==> src/rtl/hpsc_pkg.sv <==
package hpsc_pkg;

  typedef enum logic [1:0] {
    HS_CRITICAL = 2'd0,
    HS_LID_SHUT = 2'd1,
    HS_SUSPEND  = 2'd2,
    HS_ACTIVE   = 2'd3
  } host_state_e;

  typedef enum logic [1:0] {
    AM_STOP = 2'd0,
    AM_WAIT = 2'd1,
    AM_RUN  = 2'd2
  } act_mode_e;

  // bit positions of the synchronized status vector
  localparam int unsigned ST_PWR = 0;
  localparam int unsigned ST_LID = 1;
  localparam int unsigned ST_SUS = 2;
  localparam int unsigned ST_W   = 3;

endpackage

==> src/rtl/hpsc_sync.sv <==
module hpsc_sync #(
  parameter int unsigned WIDTH  = 3,
  parameter int unsigned STAGES = 2
) (
  input  logic             clk,
  input  logic             rst_n,
  input  logic [WIDTH-1:0] async_i,
  output logic [WIDTH-1:0] sync_o
);

  localparam int unsigned LAST = STAGES - 1;

  logic [STAGES-1:0][WIDTH-1:0] chain_q;

  genvar s;
  generate
    for (s = 0; s < STAGES; s++) begin : g_stage
      if (s == 0) begin : g_first
        always_ff @(posedge clk or negedge rst_n) begin
          if (!rst_n) chain_q[s] <= '0;
          else        chain_q[s] <= async_i;
        end
      end else begin : g_rest
        always_ff @(posedge clk or negedge rst_n) begin
          if (!rst_n) chain_q[s] <= '0;
          else        chain_q[s] <= chain_q[s-1];
        end
      end
    end
  endgenerate

  assign sync_o = chain_q[LAST];

endmodule

==> src/rtl/hpsc_classify.sv <==
module hpsc_classify
  import hpsc_pkg::*;
#(
  parameter int unsigned SYNC_STAGES = 2
) (
  input  logic            clk,
  input  logic            rst_n,
  input  logic [ST_W-1:0] status_i,
  output host_state_e     state_o,
  output logic            state_evt_o,
  output logic            edge_irq_o
);

  localparam int unsigned INIT_LAST = SYNC_STAGES + 1;
  localparam int unsigned INIT_W    = $clog2(INIT_LAST + 1);

  logic [INIT_W-1:0] init_cnt_q, init_cnt_d;
  logic              settled;
  host_state_e       state_q, state_d, class_w;
  logic              evt_q, evt_d;
  logic              irq_q, irq_d;
  logic              pwr_prev_q, lid_prev_q;

  assign settled = (init_cnt_q == INIT_W'(INIT_LAST));

  // classification, power-good first, then lid, then suspend
  always_comb begin
    if (!status_i[ST_PWR])      class_w = HS_CRITICAL;
    else if (!status_i[ST_LID]) class_w = HS_LID_SHUT;
    else if (!status_i[ST_SUS]) class_w = HS_SUSPEND;
    else                        class_w = HS_ACTIVE;
  end

  always_comb begin
    init_cnt_d = settled ? init_cnt_q : init_cnt_q + INIT_W'(1);
    state_d    = class_w;
    evt_d      = settled && (class_w != state_q);
    irq_d      = settled && ((status_i[ST_PWR] != pwr_prev_q) ||
                             (status_i[ST_LID] != lid_prev_q));
  end

  always_ff @(posedge clk or negedge rst_n) begin
    if (!rst_n) begin
      init_cnt_q <= '0;
      state_q    <= HS_CRITICAL;
      evt_q      <= 1'b0;
      irq_q      <= 1'b0;
      pwr_prev_q <= 1'b0;
      lid_prev_q <= 1'b0;
    end else begin
      init_cnt_q <= init_cnt_d;
      state_q    <= state_d;
      evt_q      <= evt_d;
      irq_q      <= irq_d;
      pwr_prev_q <= status_i[ST_PWR];
      lid_prev_q <= status_i[ST_LID];
    end
  end

  assign state_o     = state_q;
  assign state_evt_o = evt_q;
  assign edge_irq_o  = irq_q;

endmodule

==> src/rtl/hpsc_activity.sv <==
module hpsc_activity
  import hpsc_pkg::*;
#(
  parameter int unsigned NUM_TIMERS = 2,
  parameter int unsigned RUN_HOLD   = 16
) (
  input  logic                  clk,
  input  logic                  rst_n,
  input  logic                  wake_pulse_i,
  input  logic                  busy_i,
  input  logic [NUM_TIMERS-1:0] timer_req_i,
  output act_mode_e             mode_o,
  output logic                  clk_en_o
);

  localparam int unsigned HOLD_W = $clog2(RUN_HOLD + 1);

  logic [HOLD_W-1:0] hold_q, hold_d;
  act_mode_e         mode_q, mode_d;
  logic              hold_live;

  assign hold_live = (hold_q != '0);

  always_comb begin
    if (wake_pulse_i)   hold_d = HOLD_W'(RUN_HOLD - 1);
    else if (hold_live) hold_d = hold_q - HOLD_W'(1);
    else                hold_d = hold_q;

    if (wake_pulse_i || hold_live || busy_i) mode_d = AM_RUN;
    else if (|timer_req_i)                   mode_d = AM_WAIT;
    else                                     mode_d = AM_STOP;
  end

  always_ff @(posedge clk or negedge rst_n) begin
    if (!rst_n) begin
      hold_q   <= '0;
      mode_q   <= AM_STOP;
      clk_en_o <= 1'b0;
    end else begin
      hold_q   <= hold_d;
      mode_q   <= mode_d;
      clk_en_o <= (mode_d != AM_STOP);
    end
  end

  assign mode_o = mode_q;

endmodule

==> src/rtl/host_power_ctrl.sv <==
module host_power_ctrl
  import hpsc_pkg::*;
#(
  parameter int unsigned SYNC_STAGES = 2,
  parameter int unsigned NUM_TIMERS  = 2,
  parameter int unsigned RUN_HOLD    = 16
) (
  input  logic                  clk,
  input  logic                  rst_n,
  input  logic                  pwr_ok_i,
  input  logic                  lid_n_i,
  input  logic                  hsus_n_i,
  input  logic [NUM_TIMERS-1:0] timer_req_i,
  input  logic                  xact_busy_i,
  output logic [1:0]            state_o,
  output logic                  state_evt_o,
  output logic                  edge_irq_o,
  output logic [1:0]            mode_o,
  output logic                  clk_en_o
);

  logic [ST_W-1:0] raw_w, sync_w;
  host_state_e     state_w;
  act_mode_e       mode_w;
  logic            evt_w, irq_w;

  assign raw_w[ST_PWR] = pwr_ok_i;
  assign raw_w[ST_LID] = lid_n_i;
  assign raw_w[ST_SUS] = hsus_n_i;

  hpsc_sync #(.WIDTH(ST_W), .STAGES(SYNC_STAGES)) u_sync (
    .clk     (clk),
    .rst_n   (rst_n),
    .async_i (raw_w),
    .sync_o  (sync_w)
  );

  hpsc_classify #(.SYNC_STAGES(SYNC_STAGES)) u_class (
    .clk         (clk),
    .rst_n       (rst_n),
    .status_i    (sync_w),
    .state_o     (state_w),
    .state_evt_o (evt_w),
    .edge_irq_o  (irq_w)
  );

  hpsc_activity #(.NUM_TIMERS(NUM_TIMERS), .RUN_HOLD(RUN_HOLD)) u_act (
    .clk          (clk),
    .rst_n        (rst_n),
    .wake_pulse_i (evt_w | irq_w),
    .busy_i       (xact_busy_i),
    .timer_req_i  (timer_req_i),
    .mode_o       (mode_w),
    .clk_en_o     (clk_en_o)
  );

  assign state_o     = state_w;
  assign state_evt_o = evt_w;
  assign edge_irq_o  = irq_w;
  assign mode_o      = mode_w;

endmodule

==> config.mk <==
export PLATFORM = sky130hd
export DESIGN_NAME = host_power_ctrl
export DESIGN_NICKNAME = d
export VERILOG_FILES = /design/src/rtl/hpsc_pkg.sv /design/src/rtl/hpsc_sync.sv /design/src/rtl/hpsc_classify.sv /design/src/rtl/hpsc_activity.sv /design/src/rtl/host_power_ctrl.sv
export SDC_FILE = /design/constraint.sdc
export NUM_CORES = 1
export LEC_CHECK = 0
export CAP_MARGIN = 0
export CORE_MARGIN = 5
export CORE_UTILIZATION = 47
export CTS_BUF_LIST = sky130_fd_sc_hd__clkbuf_4
export DETAILED_ROUTE_END_ITERATION = 12
export GPL_TIMING_DRIVEN = 0
export PLACE_DENSITY = 0.82
export SYNTH_ARGS = -nofsm -noshare
export SYNTH_HDL_FRONTEND = slang
export SYNTH_SLANG_ARGS = --single-unit
export TNS_END_PERCENT = 10
==> constraint.sdc <==
create_clock -name clk -period 1.4 [get_ports clk]
set_input_delay 0.14 -clock clk [delete_from_list [all_inputs] [get_ports clk]]
set_output_delay 0.14 -clock clk [all_outputs]
set_load 0.05 [all_outputs]
* Word-level counts from Yosys, hierarchy flattened
Cells that the tools add are included.
** Storage, ports and cells
- Output and inout port bits :: 7
- Register bits :: 22
- Word-level logic and storage cells :: 34
** Operators by class
- Reductions and logical operators :: 9
- Bitwise logic cells :: 1
- Multiplexer cells :: 7
- Add/sub/neg operators :: 2
- Equality and inequality tests :: 4
** Operators with widths (count)
- 5-bit two-way mux :: 2
- 2-bit two-way mux :: 3
- 5-bit nonzero test :: 1
- 5-bit by 1-bit subtractor with 5-bit output (second input constant) :: 1
- 2-bit nonzero test :: 2
- 1-bit logical OR :: 3
- 2-bit by 1-bit adder with 2-bit output (second input constant) :: 1
- 2-bit == test (second input constant) :: 1
- 1-bit logical AND :: 2
- 1-bit two-way mux :: 2
- 1-bit inequality test :: 2
- 2-bit inequality test :: 1
- 2-bit OR reduction :: 1
- 1-bit bitwise OR :: 1

* Longest topological paths before layout
Gate-level depths: netlist (run 1).
- Word-level depth :: 5
- Mapped depth :: 5
- Mapped depth without buffers :: 5

* Hierarchy
From an unflattened synthesis (run 1), not the netlist that was laid out.
** Second synthesis, totals
- Cells, all modules :: 64
- Area, all modules :: 847.1 sq um
** Modules (own cells, without submodules)
- hpsc_activity :: area an instance 351.6 sq um, sequential area each 200.2 sq um, times used 1, cells each 30
- hpsc_classify :: area an instance 316.6 sq um, sequential area each 200.2 sq um, times used 1, cells each 24
- hpsc_sync :: area an instance 172.7 sq um, sequential area each 150.1 sq um, times used 1, cells each 9
- host_power_ctrl :: area an instance 6.3 sq um, sequential area each 0.0 sq um, times used 1, cells each 1

* Worst setup path after synthesis (run 1)
No wires, ideal clock.
- Path kind :: reg2reg
- From :: reg u_act.hold_q[0]
- To :: reg u_act.hold_q[1]
- Slack :: 0.049 ns
- Data required time :: 1.332 ns
- Stages on the path, launching flop included :: 6
- Data arrival time :: 1.283 ns
- Period minus slack after synthesis :: 1.351 ns
- Path through :: dfrtp_1 -> inv_1 -> ha_1 -> nor4b_4 -> mux2_2 -> nand2_1
** Between the ends
- Word-level cells in the longest chain between the ends :: 3
- Elaborated cells between the ends (all ways) :: 5
- Classes of those cells :: add/sub: 1; mux: 2; reduce/logical: 2
** Ends and longest elaborated chain
- from (decl) :: line hpsc_activity.sv:18 : logic [HOLD_W-1:0] hold_q, hold_d;
- from (signal assigned) :: line hpsc_activity.sv:40 : hold_q <= hold_d;
- 5-bit by 1-bit subtractor with 5-bit output :: line hpsc_activity.sv:26 : else if (hold_live) hold_d = hold_q - HOLD_W'(1);
- 5-bit two-way mux :: line hpsc_activity.sv:26
- 5-bit two-way mux :: line hpsc_activity.sv:25 : if (wake_pulse_i) hold_d = HOLD_W'(RUN_HOLD - 1);
Several ways; a longest one is shown, not always the timed one. The select of a mux whose other input is x is not followed.
A chain may end at the register's enable or synchronous reset.

* Worst setup path after layout (run 1)
- From :: reg u_act.hold_q[0]
- To :: reg u_act.hold_q[0]
Same word-level chain as after synthesis.

==> metrics.csv, run 1 <==
metric,value,unit
cp_slowest_cell,dfrtp_1,
r2r-start,u_act.hold_q[0],
fin_area,1070,sq um
rsz0062_at_grt,true,
grt.overflow.total,0,
worstSetupStartpointType,flip-flop,
max_clock_freq,719,MHz
gp_congestion,0.681,
maxSlewViolCount,0,
wl_per_cell,12.9,um
reg2regPathDepth,6,
yosys_warnings,0,
async_flop_share,100,%
synthXorXnorAreaFrac,5.36,%
die_w,51.7,um
critPathBufInv,2,
synth-seq-cells,22,
ys_top_cells_by_count,"dfrtp_1, xnor2_1",
grt_usage,10.7,%
pwr-share-seq,61.8,%
antenna_found_initial,0,
seq_area_frac_synth,67.4,%
grt_pass1_wl,2.10,mm
ys_top_cells_by_area,"dfrtp_1, xnor2_1, ha_1, nor4b_4, mux2_2",
slew_headroom,39.9,%
die_h,51.7,um
worst_pin_slew,0.898,ns
cts_num_sinks,22,
critPathRequiredTime,1.59,ns
die_area,2670,sq um
dr_total_vias,487,
cts_hold_buf,0,
hold_violations,0,
ff2ff_setup_slack,0.008,ns
io_pins,15,
grt_pass1_vias,514,
worstPathMaxFanout,4,
worstPathArrival,1.59,ns
min_to,u_sync.chain_q[1],
placed_cells,90,
clk_latency,0.31,ns
worstPathCellList,"inv_2, ha_4, nor4b_4, buf_4, xnor2_2, nand2_1",
avgSynthCellArea,13.8,sq um
synthMostInstantiatedCell,dfrtp_1,
critical_path_class,flip-flop to flip-flop,
cpLargestDelayFamily,flip-flops,
endpoint_kind,flip-flop,
antenna_cells,0,
drv_cap,0,
drt_iter0_drc,3,
cts-htree-levels,1,
core-area,1690,sq um
utilization,63.2,%
setup_viol,0,
num_rows,15,
place_area,978,sq um
synthCells,59,
ir_drop,783,uV
yosys.area.top_type,dfrtp_1,
cts_buffers,3,
p_int,0.814,mW
grt_max_degree,23,
switching_share,25.1,%
firstDrtPassIters,3,
final_antenna_net_count,0,
cts-root-buf,clkbuf_4,
min_path_cells,1,
min_path_type,input pin to flip-flop,
clkSlewWorstSetupHoldPaths,0.12,ns
min_from,lid_n_i,
final_nets,93,
p_leak,0.457,nW
holdWs,0.252,ns
status,finished clean,
synthAdderAreaFrac,3.06,%
via_per_inst,4.92,
yosysTopAreaCellShare,67.4,%
synth-compound-area-share,5.05,%
synth_edf_count,0,
synth.cell_area,817,sq um
syn_nets,69,
fin_cells,99,
r2r_end,u_act.hold_q[0],
cpPeakStageDelay,0.41,ns
synth_cell_types,22,
io_buffers,14,
clkPwrFrac,26.9,%
area_growth,30.6,%
finalCritPeriodShare,99.4,%
fin_crit,1.39,ns
wl,1.28,mm
num-fill-cells,128,
tritoncts,yes,
route.detailed.drc,0,
start_util,48.4,%
drive_above_1_share,19.5,%
synth_ff_type,dfrtp_1,
cts_buffer_depth,2,
power_frac_comb,11.3,%
synth-simple-area-share,15.0,%
dp_hpwl,897,um
synth_top_family_by_area,simple AND/OR/NAND/NOR gates,
pwr_density_cell,1020,nW/um^2
synthMuxAreaShare,2.76,%
finClkSkew,0.00202,ns
switchingPower,0.273,mW
## cells by family after synthesis
| family | count (synthesis) |
|---|---|
| xor+xnor | 5 |
| mux | 2 |
| buf+inv | 3 |
| simple gates | 19 |
| flops | 22 |
| compound gates | 6 |
| fa+ha+maj | 2 |
## worst register-to-register path: stages, from the launching register on
cell	delay (ns)
dfrtp_1	0.41
inv_2	0.08
ha_4	0.14
nor4b_4	0.28
buf_4	0.19
xnor2_2	0.11
nand2_1	0.06
## registers in the layout (all words and copies together), names as in the netlist
register	flops
u_act.hold_q	5
u_sync.chain_q	3
u_sync.sync_o	3
u_act.mode_o	2
u_class.init_cnt_q	2
u_class.state_o	2
u_act.clk_en_o	1
u_class.edge_irq_o	1
u_class.lid_prev_q	1
u_class.pwr_prev_q	1
u_class.state_evt_o	1
## metal layers
metal | share of wire [%] | global-route usage [%] | vias up
met3 | 6.3 | 2.01 | 5
met4 | 2.4 | 6.55 | 0
met5 | 0 | 0 | -
li1 | - | - | 241
met2 | 49 | 17.8 | 13
met1 | 42 | 12.7 | 228
## worst max-delay path by stage
stage	startpoint	end	slack, ns	depth (start not counted)
floorplan	u_act.hold_q[0]	u_act.hold_q[1]	0.05	5
global placement	u_act.hold_q[0]	u_act.hold_q[1]	-0.03	5
detailed placement	u_act.hold_q[0]	u_act.hold_q[1]	-0.1	5
CTS	u_act.hold_q[1]	u_act.hold_q[1]	-0.04	5
global route	u_act.hold_q[1]	u_act.hold_q[0]	-0.08	6
finish	u_act.hold_q[0]	u_act.hold_q[0]	0.008	6
## final cells by class
class / count / area, sq um / area share [%]
well taps: 17 / 21.3 / 1.99
repair buffers: 19 / 171 / 16.1
flip-flops and latches: 22 / 551 / 51.6
clock buffers: 3 / 22.5 / 2.11
clock inverters: 1 / 3.75 / 0.352
inverters: 3 / 11.3 / 1.06
multi-input cells: 34 / 287 / 26.8
## through the flow
stage	power, mW	worst slack [ns]	TNS (ns)
floorplan	0.745	0.0493	0
global placement	0.801	-0.0309	-0.0309
detailed placement	0.805	-0.0996	-0.159
CTS	1.08	-0.0351	-0.0351
global route	1.12	-0.0842	-0.191
finish	1.09	0.00842	0
## cells in the final DEF, fill, tap and decap left out, drive strengths merged
master	netlist	routed
dfrtp	22	22
clkdlybuf4s50	0	7
dlygate4sd2	0	5
buf	0	5
xnor2	4	4
nor2	3	3
nand2	3	3
clkbuf	0	3
inv	3	3
nand2b	3	3
and2	2	2
a21boi	2	2
nand3	2	2
clkdlybuf4s15	0	2
mux2	2	2
ha	2	2
nor4b	1	1
nand3b	1	1
and3b	1	1
xor2	1	1
o31a	1	1
nor3	1	1
o211ai	1	1
nor2b	1	1
o21ai	1	1
or2b	1	1
a21oi	1	1
clkinv	0	1
## power by group through the flow
stage               logic [mW]  registers, mW  clock network [mW]
floorplan               0.0281          0.717                   0
global placement         0.118          0.683                   0
detailed placement       0.121          0.684                   0
CTS                      0.116          0.671               0.291
global route             0.133          0.675               0.315
finish                   0.123          0.671               0.293
## timing repair
action | 4_1_cts | 5_1_grt
endpoints found under the setup margin | 9 | 4
resized for setup | 11 | 5
buffers inserted | 0 | 5
pin swaps | 1 | 1
gates cloned | 0 | 0
endpoints found under the hold margin | 0 | 0
No activity file was read; power rests on OpenSTA's default activity.
==> run 2, diff against run 1 <==
--- a/config.mk
+++ b/config.mk
@@ -6,6 +6,7 @@
 export NUM_CORES = 1
 export LEC_CHECK = 0
 export CAP_MARGIN = 0
+export CORE_ASPECT_RATIO = 0.8
 export CORE_MARGIN = 5
 export CORE_UTILIZATION = 47
 export CTS_BUF_LIST = sky130_fd_sc_hd__clkbuf_4
==> run 2 against run 1 <==
The run now ends with negative setup slack left. Design area is 2.3% higher. Via count rose by 4.3%. Register-to-register slack about the same. Global-route usage increased by 0.37 points. Critical path depth is the same. Power is 17% higher. Maximum frequency is 1.1% lower. Setup slack worse by 0.015 ns. Final cell count grew 4.0%. Utilization increased by 3.3 points. Clock skew up 0.00096 ns. Sequential power barely moved.
==> metrics.csv, run 2 (synthesis gave the netlist of run 1 again) <==
metric,value,unit
status,finished with violations,
violations,negative setup slack,
grt_max_degree,23,
rsz0062_at_grt,true,
fin_cells,103,
endpoint_kind,flip-flop,
grt_pass1_vias,504,
drive_above_1_share,19.8,%
cpLargestDelayFamily,flip-flops,
worstPathMaxFanout,3,
max_clock_freq,711,MHz
cts_buffers,3,
pwr-share-seq,52.8,%
fin_crit,1.41,ns
grt.overflow.total,0,
antenna_cells,0,
route.detailed.drc,0,
wl_per_cell,13.3,um
most-common-layout-cells,"dfrtp_1, clkdlybuf4s50_1, dlygate4sd2_1",
power,1.27,mW
cts_buffer_depth,2,
antenna_found_initial,0,
io_buffers,14,
gp_congestion,0.741,
cp_slowest_cell,dfrtp_1,
cts-root-buf,clkbuf_4,
via_per_inst,4.93,
tritoncts,yes,
grt_usage,11.1,%
core-area,1640,sq um
worstPathArrival,1.60,ns
die_w,56.6,um
drv_cap,0,
ir_drop,738,uV
maxSlewViolCount,0,
hold_violations,0,
switching_share,21.4,%
p_leak,0.464,nW
fin_area,1090,sq um
pwr_density_cell,1160,nW/um^2
min_path_type,input pin to flip-flop,
final_nets,92,
largest_register,u_act.hold_q,
clkPwrFrac,37.5,%
dp_hpwl,937,um
cts-htree-levels,1,
placed_cells,95,
wl,1.37,mm
area_growth,33.7,%
pre_cts_slack,-0.0756,ns
drt_iter0_drc,5,
die_h,47.3,um
clk_latency,0.31,ns
cpPeakStageDelay,0.42,ns
slew_headroom,38.5,%
firstDrtPassIters,3,
final_common_cell,dfrtp_1,
fin_ws,-0.00637,ns
place_area,985,sq um
critical_path_class,flip-flop to flip-flop,
grt_pass1_wl,2.17,mm
worstSetupStartpointType,flip-flop,
ff2ff_setup_slack,-0.006,ns
setup_viol,2,
final_antenna_net_count,0,
critPathRequiredTime,1.59,ns
worst_pin_slew,0.920,ns
largest_reg_flops,5,
num_rows,13,
p_int,0.999,mW
clkSlewWorstSetupHoldPaths,0.12,ns
start_util,49.7,%
worstPathCellList,"inv_2, ha_4, nor4b_4, buf_4, xnor2_2, nand2_1",
dr_total_vias,508,
finalCritPeriodShare,100,%
io_pins,15,
finClkSkew,0.00299,ns
cts_num_sinks,22,
utilization,66.5,%
switchingPower,0.272,mW
die_area,2680,sq um
power_frac_comb,9.6,%
critPathBufInv,2,
## run 2: per-stage QoR
step | hold slack, ns | TNS [ns]
global placement | 0.332 | -0.0349
floorplan | -0.156 | 0
finish | 0.260 | -0.00859
detailed placement | 0.336 | -0.116
global route | 0.230 | -0.182
CTS | 0.248 | -0.0141
## run 2: cell type report
cell class              instances  area, sq um
clock inverters                 1         30.0
repair buffers                 18          164
multi-input cells              34          287
flip-flops and latches         22          551
clock buffers                   3         22.5
inverters                       3         11.3
well taps                      22         27.5
fillers                       120          551
## run 2: power groups by stage
stage | Clock [mW] | Sequential (mW) | Combinational (mW)
floorplan | 0 | 0.717 | 0.0281
global placement | 0 | 0.683 | 0.118
detailed placement | 0 | 0.684 | 0.120
CTS | 0.491 | 0.672 | 0.118
global route | 0.520 | 0.675 | 0.132
finish | 0.477 | 0.671 | 0.122
## run 2: what timing repair did
action,4_1_cts,5_1_grt
endpoints found under the setup margin,9,6
pin swaps,1,1
buffers inserted,0,4
resized for setup,13,3
hold buffers,0,0
## run 2: worst paths after layout
path,from,endpoint,depth (start not counted)
worst max-delay path,u_act.hold_q[0],u_act.hold_q[0],6
worst min-delay path,lid_n_i,u_sync.chain_q[1],1
worst max register to register,u_act.hold_q[0],u_act.hold_q[0],6
worst min register to register,u_sync.chain_q[0],u_sync.sync_o[0],0
max in group asynchronous,rst_n,u_act.hold_q[1],1
min in group asynchronous,rst_n,u_act.clk_en_o,1
## run 2: layer usage
metal	vias up	share of wire (%)	global-route usage, %
met1	253	42	12.0
met5	-	0	0
li1	237	-	-
met2	18	49	20.0
met4	0	0	2.84
met3	0	9.0	5.22
==> run 3, diff against run 2 <==
--- a/config.mk
+++ b/config.mk
@@ -6,7 +6,7 @@
 export NUM_CORES = 1
 export LEC_CHECK = 0
 export CAP_MARGIN = 0
-export CORE_ASPECT_RATIO = 0.8
+export CORE_ASPECT_RATIO = 0.75
 export CORE_MARGIN = 5
 export CORE_UTILIZATION = 47
 export CTS_BUF_LIST = sky130_fd_sc_hd__clkbuf_4
==> run 3 against run 2 <==
The flow now finishes without violations. First-iteration DRC count is 40% higher. Setup slack better by 0.034 ns. Final cell count shrank 1.9%. Routed wire length fell by 7.3%. Flip-flop and latch count unchanged. Design area down 3.7%. Critical path type unchanged.
==> metrics.csv, run 3 (synthesis gave the netlist of run 1 again) <==
metric,value,unit
status,finished clean,
dr_total_vias,497,
firstDrtPassIters,3,
worst_pin_slew,0.923,ns
holdWs,0.261,ns
antenna_cells,0,
worstPathCellList,"inv_2, ha_4, nor4b_4, nand3b_1, nand2b_1",
largest_reg_flops,5,
max_clock_freq,729,MHz
clkSlewWorstSetupHoldPaths,0.11,ns
worstSetupStartpointType,flip-flop,
rsz0062_at_grt,true,
drv_cap,0,
drive_above_1_share,17.7,%
min_path_type,input pin to flip-flop,
die_h,46.1,um
power_frac_comb,9.2,%
switchingPower,0.265,mW
via_per_inst,4.92,
final_antenna_net_count,0,
final_nets,90,
power,1.26,mW
area_growth,28.8,%
critPathBufInv,1,
cpLargestDelayFamily,simple AND/OR/NAND/NOR gates,
cts-htree-levels,1,
r2r_end,u_act.clk_en_o,
grt_pass1_vias,525,
grt.overflow.total,0,
wl_per_cell,12.6,um
grt_usage,11.3,%
setup-tns-final,0,ns
ff2ff_setup_slack,0.03,ns
finalCritPeriodShare,98.0,%
cts-root-buf,clkbuf_4,
min_to,u_sync.chain_q[0],
p_int,0.996,mW
gp_congestion,0.683,
tritoncts,yes,
finClkSkew,0.00142,ns
maxSlewViolCount,0,
r2r-start,u_act.hold_q[0],
io_buffers,14,
dp_hpwl,917,um
pwr-share-seq,53.2,%
grt_max_degree,23,
wl,1.27,mm
fin_crit,1.37,ns
endpoint_kind,flip-flop,
io_pins,15,
worstPathMaxFanout,3,
cts_buffer_depth,2,
critical_path_class,flip-flop to flip-flop,
pwr_density_cell,1200,nW/um^2
antenna_found_initial,0,
core-area,1690,sq um
clkPwrFrac,37.5,%
worstPathArrival,1.58,ns
clk_latency,0.30,ns
grt_pass1_wl,2.15,mm
largest_register,u_act.hold_q,
route.detailed.drc,0,
startpoint,u_act.hold_q[0],
reg2regPathDepth,5,
min_path_cells,1,
switching_share,21.0,%
cts_num_sinks,22,
final_common_cell,dfrtp_1,
cp_slowest_cell,dfrtp_1,
setup_viol,0,
slew_headroom,38.3,%
num-fill-cells,150,
cts_hold_buf,0,
start_util,48.3,%
ir_drop,941,uV
drt_iter0_drc,7,
hold_violations,0,
die_area,2680,sq um
cpPeakStageDelay,0.40,ns
utilization,62.2,%
p_leak,0.442,nW
cts_buffers,3,
most-common-layout-cells,"dfrtp_1, clkdlybuf4s50_1, dlygate4sd2_1",
num_rows,13,
critPathRequiredTime,1.61,ns
die_w,58.1,um
min_from,pwr_ok_i,
[run 3: cell types whose count changed in the layout (fill, tap and decap cells not counted)]
cell,change
buf_4,-2
clkbuf_2,+2
clkdlybuf4s15_1,-2
nand2b_1,+1
nand2b_4,-1
xnor2_1,+1
xnor2_2,-1
[run 3: area by class of cell]
cell class | instances | area, sq um | area share (%)
Sequential cell | 22 | 551 | 52.3
Multi-Input combinational cell | 34 | 272 | 25.8
Timing Repair Buffer | 16 | 139 | 13.2
Clock inverter | 1 | 30.0 | 2.85
Tap cell | 22 | 27.5 | 2.62
Clock buffer | 3 | 22.5 | 2.14
Inverter | 3 | 11.3 | 1.07
[run 3: stage by stage]
step / instance area [sq um] / instances / setup slack, ns
after detailed placement: 985 / 95 / -0.0656
final: 1050 / 101 / 0.0278
after global placement: 985 / 95 / -0.0270
after CTS: 1040 / 99 / -0.00185
after floorplan: 817 / 59 / 0.0493
after global routing: 1050 / 101 / -0.0446
[run 3: worst max-delay path by stage]
stage,cells past startpoint,slack [ns],to
after CTS,5,-0.002,u_act.hold_q[1]
after global routing,5,-0.04,u_act.clk_en_o
after floorplan,5,0.05,u_act.hold_q[1]
after detailed placement,5,-0.07,u_act.hold_q[1]
after global placement,5,-0.03,u_act.hold_q[1]
final,5,0.03,u_act.clk_en_o
[run 3: timing repair]
action | CTS | global route
pin swaps | 1 | 1
gates resized for setup | 11 | 5
endpoints found under the setup margin | 10 | 5
setup buffers | 0 | 2
[run 3: power by group through the flow]
stage | clock (mW) | combinational, mW | sequential (mW)
2_1_floorplan | 0 | 0.0281 | 0.717
3_3_place_gp | 0 | 0.118 | 0.683
3_5_place_dp | 0 | 0.119 | 0.684
4_1_cts | 0.486 | 0.114 | 0.672
5_1_grt | 0.523 | 0.126 | 0.675
6_report | 0.473 | 0.116 | 0.671
[run 3: per-layer routing]
layer  part of all wire [%]  GRT usage, %
met1                     42          11.5
met2                     47          19.4
met3                     11          7.84
met4                      0          2.78
met5                      0             0
[run 3: worst register-to-register path: cells and delay by family (launching register included)]
kind	cells	cell delay [ns]
fa+ha+maj	1	0.14
flops	1	0.40
simple gates	3	0.64
buf+inv	1	0.08
